`config.mk`:
```
export PLATFORM = sky130hd
export DESIGN_NAME = tcap_unit
export DESIGN_NICKNAME = d
export VERILOG_FILES = /design/src/rtl/tcap_pkg.sv /design/src/rtl/tcap_trigger.sv /design/src/rtl/tcap_hold.sv /design/src/rtl/tcap_regfile.sv /design/src/rtl/tcap_unit.sv
export SDC_FILE = /design/constraint.sdc
export NUM_CORES = 1
export LEC_CHECK = 0
export ABC_AREA = 1
export BUFFER_PORTS_ARGS = -buffer_cell sky130_fd_sc_hd__buf_2
export CORE_MARGIN = 2
export CORE_UTILIZATION = 45
export CTS_CLUSTER_DIAMETER = 40
export DETAILED_ROUTE_END_ITERATION = 10
export PLACE_DENSITY = 0.75
export REMOVE_ABC_BUFFERS = 1
export SLEW_MARGIN = 30
export SYNTH_ARGS = -nofsm -noshare
export SYNTH_HDL_FRONTEND = slang
export SYNTH_SLANG_ARGS = --single-unit
```
`constraint.sdc`:
```
create_clock -name clk -period 2.7 [get_ports clk]
set_input_delay 0.135 -clock clk [delete_from_list [all_inputs] [get_ports clk]]
set_output_delay 0.135 -clock clk [all_outputs]
set_load 0.01 [all_outputs]
```
`src/rtl/tcap_pkg.sv`:
```
package tcap_pkg;
    localparam int unsigned CH_N   = 4;
    localparam int unsigned TMR_W  = 16;
    localparam int unsigned BUS_DW = 8;
    localparam int unsigned BUS_AW = 4;
    localparam int unsigned BYTES_PER_CH = TMR_W / BUS_DW;
    localparam int unsigned FLAG_ADDR = CH_N * BYTES_PER_CH;

    typedef enum logic {
        TRIG_PIN   = 1'b0,
        TRIG_WRITE = 1'b1
    } trig_mode_e;

    typedef struct packed {
        logic       hist;
        logic       edge_pend;
        logic       wr_pend;
        trig_mode_e mode_q;
    } ch_state_t;

    function automatic logic edge_hit(input logic prev, input logic now, input logic rising);
        return rising ? (!prev && now) : (prev && !now);
    endfunction
endpackage

```
`src/rtl/tcap_trigger.sv`:
```
module tcap_trigger
    import tcap_pkg::*;
#(
    parameter bit POL_SELECTABLE = 1'b0
) (
    input  logic       clk,
    input  logic       rst,
    input  logic       strobe,
    input  logic       pin,
    input  trig_mode_e mode,
    input  logic       rise_sel,
    input  logic       lo_wr,
    output logic       cap_fire,
    output logic       pin_set
);
    ch_state_t st;
    logic      rising;
    logic      mode_same;
    logic      arm_wr;

    generate
        if (POL_SELECTABLE) begin : g_sel
            assign rising = rise_sel;
        end else begin : g_fixed
            logic unused_rise;
            assign unused_rise = rise_sel;
            assign rising = 1'b1;
        end
    endgenerate

    assign mode_same = (mode == st.mode_q);
    assign arm_wr    = lo_wr && (mode == TRIG_WRITE);

    always_ff @(posedge clk) begin
        if (rst || !mode_same) begin
            st.hist      <= pin;
            st.edge_pend <= 1'b0;
            st.wr_pend   <= 1'b0;
            st.mode_q    <= mode;
        end else if (strobe) begin
            st.hist      <= pin;
            st.edge_pend <= (mode == TRIG_PIN) && edge_hit(st.hist, pin, rising);
            st.wr_pend   <= arm_wr;
        end else if (arm_wr) begin
            st.wr_pend   <= 1'b1;
        end
    end

    assign cap_fire = strobe && mode_same && (st.edge_pend || st.wr_pend);
    assign pin_set  = cap_fire && st.edge_pend;


    hist_reload_chk: assert property (@(posedge clk) disable iff (rst)
        (mode != st.mode_q) |=> (st.hist == $past(pin)));


    pend_exclusive_chk: assert property (@(posedge clk) disable iff (rst)
        !(st.edge_pend && st.wr_pend));


    wr_arm_src_chk: assert property (@(posedge clk) disable iff (rst)
        $rose(st.wr_pend) |-> $past(lo_wr));
endmodule

```
`src/rtl/tcap_hold.sv`:
```
module tcap_hold #(
    parameter int unsigned WIDTH = 16
) (
    input  logic             clk,
    input  logic             rst,
    input  logic             load,
    input  logic [WIDTH-1:0] tval,
    output logic [WIDTH-1:0] q
);
    always_ff @(posedge clk) begin
        if (rst) begin
            q <= '0;
        end else if (load) begin
            q <= tval;
        end
    end
endmodule

```
`src/rtl/tcap_regfile.sv`:
```
module tcap_regfile
    import tcap_pkg::*;
#(
    parameter int unsigned N_CH = CH_N,
    parameter int unsigned T_W  = TMR_W,
    parameter int unsigned D_W  = BUS_DW,
    parameter int unsigned A_W  = BUS_AW
) (
    input  logic                     clk,
    input  logic                     rst,
    input  logic [N_CH-1:0][T_W-1:0] caps,
    input  logic [N_CH-1:0]          pin_set,
    input  logic                     bus_wr,
    input  logic [A_W-1:0]           bus_addr,
    input  logic [D_W-1:0]           bus_wdata,
    output logic [D_W-1:0]           bus_rdata,
    output logic [N_CH-1:0]          lo_wr,
    output logic [N_CH-1:0]          flags
);
    localparam int unsigned BPC    = T_W / D_W;
    localparam logic [A_W-1:0] FLAG_A = A_W'(N_CH * BPC);

    logic flag_wr;
    logic unused_wdata;

    assign flag_wr      = bus_wr && (bus_addr == FLAG_A);
    assign unused_wdata = ^bus_wdata;

    always_comb begin
        bus_rdata = '0;
        if (bus_addr == FLAG_A) begin
            bus_rdata = D_W'(flags);
        end else begin
            for (int c = 0; c < N_CH; c++) begin
                for (int b = 0; b < BPC; b++) begin
                    if (bus_addr == A_W'(c * BPC + b)) begin
                        bus_rdata = caps[c][b*D_W +: D_W];
                    end
                end
            end
        end
    end

    genvar c;
    generate
        for (c = 0; c < N_CH; c++) begin : g_ch
            assign lo_wr[c] = bus_wr && (bus_addr == A_W'(c * BPC));

            always_ff @(posedge clk) begin
                if (rst) begin
                    flags[c] <= 1'b0;
                end else begin
                    flags[c] <= pin_set[c] || (flags[c] && !(flag_wr && bus_wdata[c]));
                end
            end


            flag_clear_chk: assert property (@(posedge clk) disable iff (rst)
                (flag_wr && bus_wdata[c] && !pin_set[c]) |=> !flags[c]);


            flag_hold_chk: assert property (@(posedge clk) disable iff (rst)
                (flags[c] && !(flag_wr && bus_wdata[c])) |=> flags[c]);
        end
    endgenerate
endmodule

```
`src/rtl/tcap_unit.sv`:
```
module tcap_unit
    import tcap_pkg::*;
#(
    parameter int unsigned N_CH = CH_N,
    parameter int unsigned T_W  = TMR_W,
    parameter int unsigned D_W  = BUS_DW,
    parameter int unsigned A_W  = BUS_AW
) (
    input  logic            clk,
    input  logic            rst,
    input  logic            mc_en,
    input  logic [T_W-1:0]  timer_val,
    input  logic [N_CH-1:0] pin_in,
    input  logic [N_CH-1:0] mode_sel,
    input  logic            ch0_rise,
    input  logic            bus_wr,
    input  logic [A_W-1:0]  bus_addr,
    input  logic [D_W-1:0]  bus_wdata,
    output logic [D_W-1:0]  bus_rdata,
    output logic [N_CH-1:0] irq_flags
);
    logic [N_CH-1:0][T_W-1:0] caps;
    logic [N_CH-1:0]          fire;
    logic [N_CH-1:0]          pin_set;
    logic [N_CH-1:0]          lo_wr;

    genvar c;
    generate
        for (c = 0; c < N_CH; c++) begin : g_ch
            tcap_trigger #(
                .POL_SELECTABLE(c == 0)
            ) u_trig (
                .clk      (clk),
                .rst      (rst),
                .strobe   (mc_en),
                .pin      (pin_in[c]),
                .mode     (trig_mode_e'(mode_sel[c])),
                .rise_sel (ch0_rise),
                .lo_wr    (lo_wr[c]),
                .cap_fire (fire[c]),
                .pin_set  (pin_set[c])
            );

            tcap_hold #(
                .WIDTH(T_W)
            ) u_hold (
                .clk  (clk),
                .rst  (rst),
                .load (fire[c]),
                .tval (timer_val),
                .q    (caps[c])
            );


            cap_strobe_only_chk: assert property (@(posedge clk) disable iff (rst)
                !$past(mc_en) |-> $stable(caps[c]));


            flag_src_chk: assert property (@(posedge clk) disable iff (rst)
                $rose(irq_flags[c]) |-> ($past(mc_en) && !$past(mode_sel[c])));
        end
    endgenerate

    tcap_regfile #(
        .N_CH(N_CH),
        .T_W (T_W),
        .D_W (D_W),
        .A_W (A_W)
    ) u_regs (
        .clk       (clk),
        .rst       (rst),
        .caps      (caps),
        .pin_set   (pin_set),
        .bus_wr    (bus_wr),
        .bus_addr  (bus_addr),
        .bus_wdata (bus_wdata),
        .bus_rdata (bus_rdata),
        .lo_wr     (lo_wr),
        .flags     (irq_flags)
    );
endmodule

```
==> results of run 1 <==
-- power by group --
| group | internal, W | switching (W) | leakage [nW] | total, W |
|---|---|---|---|---|
| combinational | 0.0000648 | 0.000137 | 0.810 | 0.000202 |
| sequential | 0.00128 | 0.00000945 | 0.696 | 0.00129 |
| clock | 0.000513 | 0.000442 | 0.107 | 0.000956 |
| total | 0.00186 | 0.000589 | 1.61 | 0.00245 |
-- cell usage after synthesis --
cell	count
nand3_1	43
a21boi_0	1
o21ai_1	16
o211ai_2	3
o21a_1	2
and2_1	1
xnor2_1	3
clkbuf_1	10
nor2_8	1
o21ai_0	19
buf_6	2
buf_2	10
nor2_1	19
buf_4	2
inv_2	7
o211ai_1	4
nand2_1	132
a21oi_1	80
nor3_4	2
o21bai_1	1
edfxtp_1	8
xnor2_2	1
a21o_1	1
inv_1	42
nor2_2	3
nand2_2	2
nor3_1	2
nor2_4	3
inv_4	1
clkinv_1	2
nand4_1	8
a31oi_1	1
dfxtp_1	76
-- worst register-to-register path, cell delays in order (launching register included) --
cell and delay (ps):
edfxtp_1 390, xnor2_1 170, o211ai_2 70, buf_4 300
clkinv_1 410, nand2_1 170, a21oi_1 70
-- per-layer routing --
metal	share of wire, %	up-vias	global-route usage [%]
met5	0	-	0
met4	1.6	0	9.29
met3	6.2	12	3.16
met2	49	111	40.7
met1	44	1602	28.5
li1	-	1769	-
-- area by class of cell --
| class | count | area share, % |
|---|---|---|
| repair buffers | 57 | 7.16 |
| multi-input cells | 348 | 39.4 |
| inverters | 52 | 4.60 |
| clock inverters | 6 | 1.83 |
| clock buffers | 10 | 2.97 |
| well taps | 105 | 3.05 |
| flip-flops and latches | 84 | 41.0 |
-- worst max path at each step --
stage | startpoint | endpoint | slack (ps)
floorplan | g_ch[3].u_trig.st[2] | g_ch[3].u_hold.q[0] | 1080
global placement | bus_addr[2] | bus_rdata[1] | 1010
detailed placement | bus_addr[2] | bus_rdata[1] | 990
CTS | g_ch[3].u_trig.st[2] | g_ch[3].u_hold.q[0] | 980
global route | g_ch[3].u_trig.st[2] | g_ch[3].u_hold.q[2] | 830
finish | bus_addr[2] | bus_rdata[1] | 990
-- metrics by stage --
stage	worst slack (ps)	power, W
final	988	0.00245
after global routing	834	0.00254
after CTS	976	0.00246
after detailed placement	994	0.00152
after global placement	1010	0.00151
after floorplan	1080	0.00142
-- registers in the layout (all words and copies together), names as in the netlist --
signal	cells
g_ch.u_hold.q	64
u_regs.flags	4
g_ch.u_trig.st	16
-- cell families after synthesis --
family,count (synthesis)
compound gates,128
xor+xnor,4
buf+inv,76
flops,84
simple gates,216
==> flow_summary.ini, run 1 <==
[logic_synthesis]
synth_compound_area_share_pct = 18.2
ys_seq_elements = 84
ys_seq_area_share_pct = 46.6
synth_largest_area_cell = dfxtp_1
synthTopCellsByArea = dfxtp_1 (40%), nand2_1 (13%), a21oi_1 (11%)
syn_inst = 508
syn_area_um2 = 3780
synth.area.mux_share_pct = 0
synth_top_family_by_area = simple AND/OR/NAND/NOR gates
postSynthAreaPerCell_um2 = 7.44
synthXorXnorAreaFrac_pct = 1.13
synth_top_area_share_pct = 40.3
synthAdderAreaFrac_pct = 0
synth_cell_type_count = 33
ys_warn_count = 0
synthSimpleGateAreaFrac_pct = 25.6

[final_layout]
final_area_um2 = 4300
drive_above_1_share_pct = 16.9
area_delta_synth_final_pct = 13.8
layout.cells.non_filler = 662
area.sequential_um2 = 1760
layout_common_cells = nand2_1 (132), a21oi_1 (80), dfxtp_1 (76), buf_2 (48), nand3_1 (43)
final_util_pct = 52.6
final_common_cell = nand2_1
multi_input_area_um2 = 1700
nNetsFinal = 593
fillCellCount = 808
n_antenna_cell = 0

[global_routing]
antenna_found_initial = 0
first_global_vias = 3289
grt_use_total_pct = 23.2
grt_max_degree = 38
grt_pass1_wl_um = 15900
gr-total-overflow = 0

[floorplan]
die_area_um2 = 9150
start_util_pct = 46.2
num_rows = 33
chipWidth_um = 95.7
coreArea_um2 = 8180
ios = 53
fp.dieH_um = 95.7

[sta]
clock_skew_ps = 8.81
hold_ws_ps = 5.40
min_period_over_period_pct = 63.4
min_period_ps = 1710
setup_viol = 0
finalHoldViolations = 0
maxSlewViolCount = 0
tns_ps = 0
rsz0062_at_grt = no
relSlewSlack_pct = 41.4
tightestPinTransition_ps = 875
timing.fmax_ghz = 0.584

[detailed_routing]
first_pass_iters = 4
vias = 3494
routedWlPerCell_um = 14.9
detail_route.vias_per_cell = 5.28
ant_nets = 0
drtIter0Drc = 207
drt_wl_total_um = 9870
drc = 0

[critical_path]
path_cells = buf_2 > inv_2 > nor2_2 > inv_2 > nor2_4 > inv_1 > o21bai_1 > inv_1 > nand2_1 > nand2_1 > buf_2
crit_arrival_ps = 1580
rr_startpoint = g_ch[1].u_trig.st[0]
path_delay_family = simple AND/OR/NAND/NOR gates
r2r_end = g_ch[1].u_hold.q[6]
crit_required_ps = 2570
critical_path_buf_inv_count = 6
reg2regPathDepth = 6
worst-path-stages = 11
critPathMaxFanout = 13
cpMaxStageDelayCell = nor2_4
r2r_setup_slack_ps = 990
cp_slowest_stage_delay_ps = 340
cp-end-kind = primary output
cp-start-kind = primary input
worstSetupPathType = in2out

[flow_run]
max_cap_viol_count = 0

[cts]
clk_pin_slew_ps = 80
numCtsBuffers = 9
clk_latency_ps = 360
cts_resized = 0
htree_levels = 3
clockRootBuffer = clkbuf_8
cts_sinks = 84
cts_tree = yes
hold_buffers = 0
post_cts_buffers = 0
clockBufferDepth = 2

[placed_design]
place.port_buffers = 48
hpwlAfterDp_um = 6480
dp.cells = 646
gp_congestion = 0.837
dpl_cell_area_um2 = 4090

[power]
power.density_nw_per_um2 = 569
ir_drop_uv = 263
p_leak_nw = 1.61

[outcome]
status = completed

[worst_hold_path]
min_from = mode_sel[3]
min_delay_path_depth = 1
min_to = g_ch[3].u_trig.st[0]
min-delay-path-class = in2reg
No activity file was read; power rests on OpenSTA's default activity.
==> run 2: changes to the inputs <==
--- a/config.mk
+++ b/config.mk
@@ -5,7 +5,7 @@
 export SDC_FILE = /design/constraint.sdc
 export NUM_CORES = 1
 export LEC_CHECK = 0
-export ABC_AREA = 1
+export ABC_AREA = 0
 export BUFFER_PORTS_ARGS = -buffer_cell sky130_fd_sc_hd__buf_2
 export CORE_MARGIN = 2
 export CORE_UTILIZATION = 45
==> constraint.sdc (replaced) <==
create_clock -name clk -period 1.6 [get_ports clk]
set_input_delay 0.08 -clock clk [delete_from_list [all_inputs] [get_ports clk]]
set_output_delay 0.08 -clock clk [all_outputs]
set_load 0.01 [all_outputs]
==> flow_summary.ini, run 2 <==
[outcome]
status = finished, violations left
violations = setup timing

[floorplan]
coreArea_um2 = 8640
num_rows = 34
ios = 53
die_area_um2 = 9590
start_util_pct = 46.0
chipWidth_um = 97.9
fp.dieH_um = 97.9

[cts]
clockBufferDepth = 2
cts_tree = yes
cts_sinks = 84
htree_levels = 3
clk_pin_slew_ps = 80
numCtsBuffers = 9
clockRootBuffer = clkbuf_8
clk_latency_ps = 360

[global_routing]
gr-total-overflow = 0
grt_max_degree = 37
grt_use_total_pct = 21.1
grt_pass1_wl_um = 16300
first_global_vias = 3344
antenna_found_initial = 0

[logic_synthesis]
syn_inst = 425
synth_top_family_by_area = simple AND/OR/NAND/NOR gates
postSynthAreaPerCell_um2 = 9.34
synth_common_cells = dfxtp_1 (76), nor2_1 (68), mux2i_1 (60), a21oi_1 (28)
synth_cell_type_count = 48
syn_area_um2 = 3970
synth_largest_area_cell = dfxtp_1
ys_warn_count = 0
synth_compound_area_share_pct = 15.4
synthSimpleGateAreaFrac_pct = 17.7
synth_top_area_share_pct = 38.3
ys_seq_elements = 84
synthAdderAreaFrac_pct = 0
yosysMostFrequentCell = dfxtp_1
synth-edff-count = 8
ys_seq_area_share_pct = 44.4
synthTopCellsByArea = dfxtp_1 (38%), mux2i_1 (15%), nor2_1 (6.4%)
synth.area.mux_share_pct = 16.6
ys.flop_type = dfxtp_1
synthArstFlopShare_pct = 0
synthXorXnorAreaFrac_pct = 0.883

[worst_hold_path]
min-delay-path-class = in2reg
min_from = pin_in[3]
min_delay_path_depth = 2
min_to = g_ch[3].u_trig.st[3]

[placed_design]
dp.cells = 581
place.port_buffers = 48
gp_congestion = 0.937
hpwlAfterDp_um = 6630

[final_layout]
reg_top3 = g_ch.u_hold.q x64, g_ch.u_trig.st x16, u_regs.flags x4
layout.cells.non_filler = 615
largest_reg_flops = 64
top_register = g_ch.u_hold.q
layout_common_cells = nor2_1 (68), dfxtp_1 (68), mux2i_1 (60), buf_2 (47), buf_4 (26)
area_delta_synth_final_pct = 23.5
nNetsFinal = 544
fillCellCount = 771
n_antenna_cell = 0
drive_above_1_share_pct = 25.0

[detailed_routing]
detail_route.vias_per_cell = 5.53
drc = 0
routedWlPerCell_um = 16.1
vias = 3404
ant_nets = 0
first_pass_iters = 4
drt_wl_total_um = 9930
drtIter0Drc = 215

[flow_run]
max_cap_viol_count = 0

[critical_path]
cp-start-kind = flip-flop
cp-end-kind = primary output
rr_startpoint = g_ch[2].u_trig.st[0]
crit_required_ps = 1520
reg2regPathDepth = 4
r2r_setup_slack_ps = 150
r2r_end = g_ch[2].u_trig.st[3]
worstSetupPathType = reg2out
critPathMaxFanout = 2
crit_arrival_ps = 1660

[sta]
tightestPinTransition_ps = 450
setup_viol = 5
maxSlewViolCount = 0
rsz0062_at_grt = yes
clock_skew_ps = 13.0
fin_ws_ps = -144
min_period_over_period_pct = 109
timing.fmax_ghz = 0.573
relSlewSlack_pct = 69.9
finalHoldViolations = 0
tns_ps = -514
min_period_ps = 1740

[power]
p_leak_nw = 2.19
ir_drop_uv = 435
power.density_nw_per_um2 = 826
run 2: repair_timing:
item,4_1_cts,5_1_grt
hold endpoints to repair,33,0
setup endpoints to repair,7,8
pin swaps,13,7
setup buffers,0,0
gates resized for setup,15,16
hold buffers,19,0
run 2: how the worst max path moves through the flow:
stage	to	depth (start not counted)	from	slack (ps)
final	bus_rdata[0]	5	g_ch[0].u_hold.q[8]	-140
after global routing	bus_rdata[0]	5	g_ch[0].u_hold.q[8]	-240
after CTS	bus_rdata[0]	5	g_ch[0].u_hold.q[8]	-170
after detailed placement	bus_rdata[5]	7	bus_addr[0]	-30
after global placement	bus_rdata[7]	7	bus_addr[0]	40
after floorplan	g_ch[0].u_hold.q[0]	4	g_ch[0].u_trig.st[0]	7
run 2: cell type report:
type	instances	area, um^2	area share, %
sequential	84	1770	36.2
timing repair buffer	96	696	14.2
tap	108	135	2.76
clock inverter	3	20.0	0.408
clock buffer	12	156	3.19
multi-input combinational	304	2090	42.7
inverter	8	30.0	0.613
run 2: kinds of logic (layout without fill, tap and decap cells):
family | after synthesis | after routing
flops | 84 | 84
compound gates | 93 | 93
mux | 65 | 65
buf+inv | 37 | 119
xor+xnor | 4 | 4
simple gates | 142 | 142
run 2: metal layers:
metal	GRT usage, %	vias up	wire length [um]
met1	27.4	1630	4480
met2	34.2	85	4820
li1	-	1673	-
met5	0	-	0
met3	4.22	16	435
met4	8.87	0	187
run 2: worst max-delay path, cell delays in order, from the launching register on:
cell and delay, ps:
dfxtp_2 330, inv_1 40, o32a_1 270, a221o_1 360, a21oi_2 150, buf_2 150
run 2: where the power goes:
group	switching [W]	total (W)	internal, W
clock network	0.000738	0.00139	0.000652
registers	0.0000171	0.00217	0.00216
logic	0.000273	0.000484	0.000212
run 2: stage by stage:
stage | setup slack [ps] | cell area, um^2 | util [%] | power (W) | hold slack (ps)
global route | -239 | 4900 | 56.8 | 0.00423 | 7.08
detailed placement | -30.0 | 4430 | 51.3 | 0.00264 | 325
finish | -144 | 4900 | 56.8 | 0.00405 | 9.96
floorplan | 7.42 | 3800 | - | 0.00239 | 149
CTS | -170 | 4840 | 56.1 | 0.00407 | 2.20
global placement | 39.7 | 4430 | 51.3 | 0.00263 | 324
==> run 3: changes to the inputs <==
--- a/config.mk
+++ b/config.mk
@@ -5,7 +5,7 @@
 export SDC_FILE = /design/constraint.sdc
 export NUM_CORES = 1
 export LEC_CHECK = 0
-export ABC_AREA = 0
+export ABC_AREA = 1
 export BUFFER_PORTS_ARGS = -buffer_cell sky130_fd_sc_hd__buf_2
 export CORE_MARGIN = 2
 export CORE_UTILIZATION = 45
==> flow_summary.ini, run 3 (synthesis gave the netlist of run 1 again) <==
[sta]
tns_ps = 0
maxSlewViolCount = 0
min_period_over_period_pct = 92.3
relSlewSlack_pct = 66.9
setup_viol = 0
hold_ws_ps = 10.8
fin_ws_ps = 123
clock_skew_ps = 8.76
rsz0062_at_grt = no
finalHoldViolations = 0
min_period_ps = 1480
timing.fmax_ghz = 0.677
tightestPinTransition_ps = 494

[critical_path]
cp-start-kind = primary input
cp-end-kind = flip-flop
reg2regPathDepth = 5
critPathMaxFanout = 12
r2r_setup_slack_ps = 150
worstSetupPathType = in2reg
crit_arrival_ps = 1760
crit_required_ps = 1880

[worst_hold_path]
min-delay-path-class = in2reg
min_delay_path_depth = 3

[detailed_routing]
routedWlPerCell_um = 14.5
vias = 3607
detail_route.vias_per_cell = 5.30
drt_wl_total_um = 9830
drtIter0Drc = 160
first_pass_iters = 5
ant_nets = 0
drc = 0

[floorplan]
die_area_um2 = 9150
chipWidth_um = 95.7
coreArea_um2 = 8180
fp.dieH_um = 95.7
start_util_pct = 46.2
num_rows = 33
ios = 53

[cts]
clockRootBuffer = clkbuf_8
clk_pin_slew_ps = 80
clk_latency_ps = 350
clockBufferDepth = 2
post_cts_buffers = 0
cts_sinks = 84
numCtsBuffers = 9
cts_tree = yes
htree_levels = 3

[power]
p_seq_share_pct = 55.0
power_frac_comb_pct = 9.5
switching_share_pct = 25.4
clkPwrFrac_pct = 35.5
ir_drop_uv = 575
report.power.total_w = 0.00396
p_switching_w = 0.00100
p_leak_nw = 1.68
power.density_nw_per_um2 = 889
p_int_w = 0.00295

[final_layout]
n_antenna_cell = 0
nNetsFinal = 611
final_common_cell = nand2_1
layout_common_cells = nand2_1 (132), a21oi_1 (80), dfxtp_1 (76), buf_2 (48), nand3_1 (43)
drive_above_1_share_pct = 17.7
reg_top3 = g_ch.u_hold.q x64, g_ch.u_trig.st x16, u_regs.flags x4
area_delta_synth_final_pct = 17.7
largest_reg_flops = 64
top_register = g_ch.u_hold.q
final_area_um2 = 4450

[placed_design]
hpwlAfterDp_um = 6840
pre_cts_ws_ps = 159
dpl_cell_area_um2 = 4170
gp_congestion = 0.856
place.port_buffers = 48

[global_routing]
gr-total-overflow = 0
grt_max_degree = 38
first_global_vias = 3395
grt_use_total_pct = 23.2
antenna_found_initial = 0
grt_pass1_wl_um = 16300

[outcome]
status = completed

[flow_run]
max_cap_viol_count = 0
-- run 3: changes by cell type in the layout (fill, tap and decap cells not counted), moves of 9 or more --
cell,previous run,this run
a21oi_1,24,80
buf_4,26,17
dlygate4sd3_1,19,9
inv_1,6,42
mux2i_1,60,0
nand2_1,22,132
nand2b_1,10,0
nand3_1,5,43
nor2_1,68,19
o21ai_1,3,16
o22ai_1,11,0
-- run 3: layout make-up --
cell class                 instances  area, um^2
fill                             793        3730
sequential                        84        1760
timing repair buffer              75         478
inverter                          52         198
clock buffer                      13         160
clock inverter                     3        20.0
tap                              105         131
multi-input combinational        348        1700
-- run 3: stage by stage --
step / utilization, % / std cells
floorplan: - / 484
global placement: 51.1 / 655
detailed placement: 51.1 / 655
CTS: 54.4 / 680
global route: 54.4 / 680
finish: 54.4 / 680
-- run 3: repair_timing --
action	4_1_cts	5_1_grt
hold endpoints to repair	9	0
setup endpoints to repair	0	1
gates resized for setup	0	1
hold buffers	9	0
-- run 3: worst max-delay path: stages --
cell	delay, ps
dlygate4sd3_1	530
buf_2	150
xnor2_1	210
o211ai_1	250
inv_2	300
nand2_1	110
a21oi_1	130
-- run 3: per-layer routing --
layer | up-vias | global-route usage [%] | routed length, um
li1 | 1798 | - | -
met1 | 1689 | 29.6 | 4350
met2 | 99 | 39.7 | 4810
met3 | 21 | 3.48 | 444
met4 | 0 | 8.33 | 223
met5 | - | 0 | 0
-- run 3: power groups by stage --
stage / clock network (W) / logic, W / registers (W)
after floorplan: 0 / 0.000169 / 0.00222
after global placement: 0 / 0.000344 / 0.00222
after detailed placement: 0 / 0.000351 / 0.00223
after CTS: 0.00143 / 0.000369 / 0.00218
after global routing: 0.00152 / 0.000411 / 0.00218
final: 0.00141 / 0.000374 / 0.00218
-- run 3: path summary, 6_finish.rpt --
check	to	start
setup / recovery	g_ch[3].u_hold.q[1]	mode_sel[3]
hold / removal	g_ch[2].u_trig.st[2]	pin_in[2]
setup reg to reg	g_ch[3].u_hold.q[1]	g_ch[3].u_trig.st[0]
hold reg to reg	g_ch[0].u_hold.q[14]	g_ch[0].u_hold.q[14]
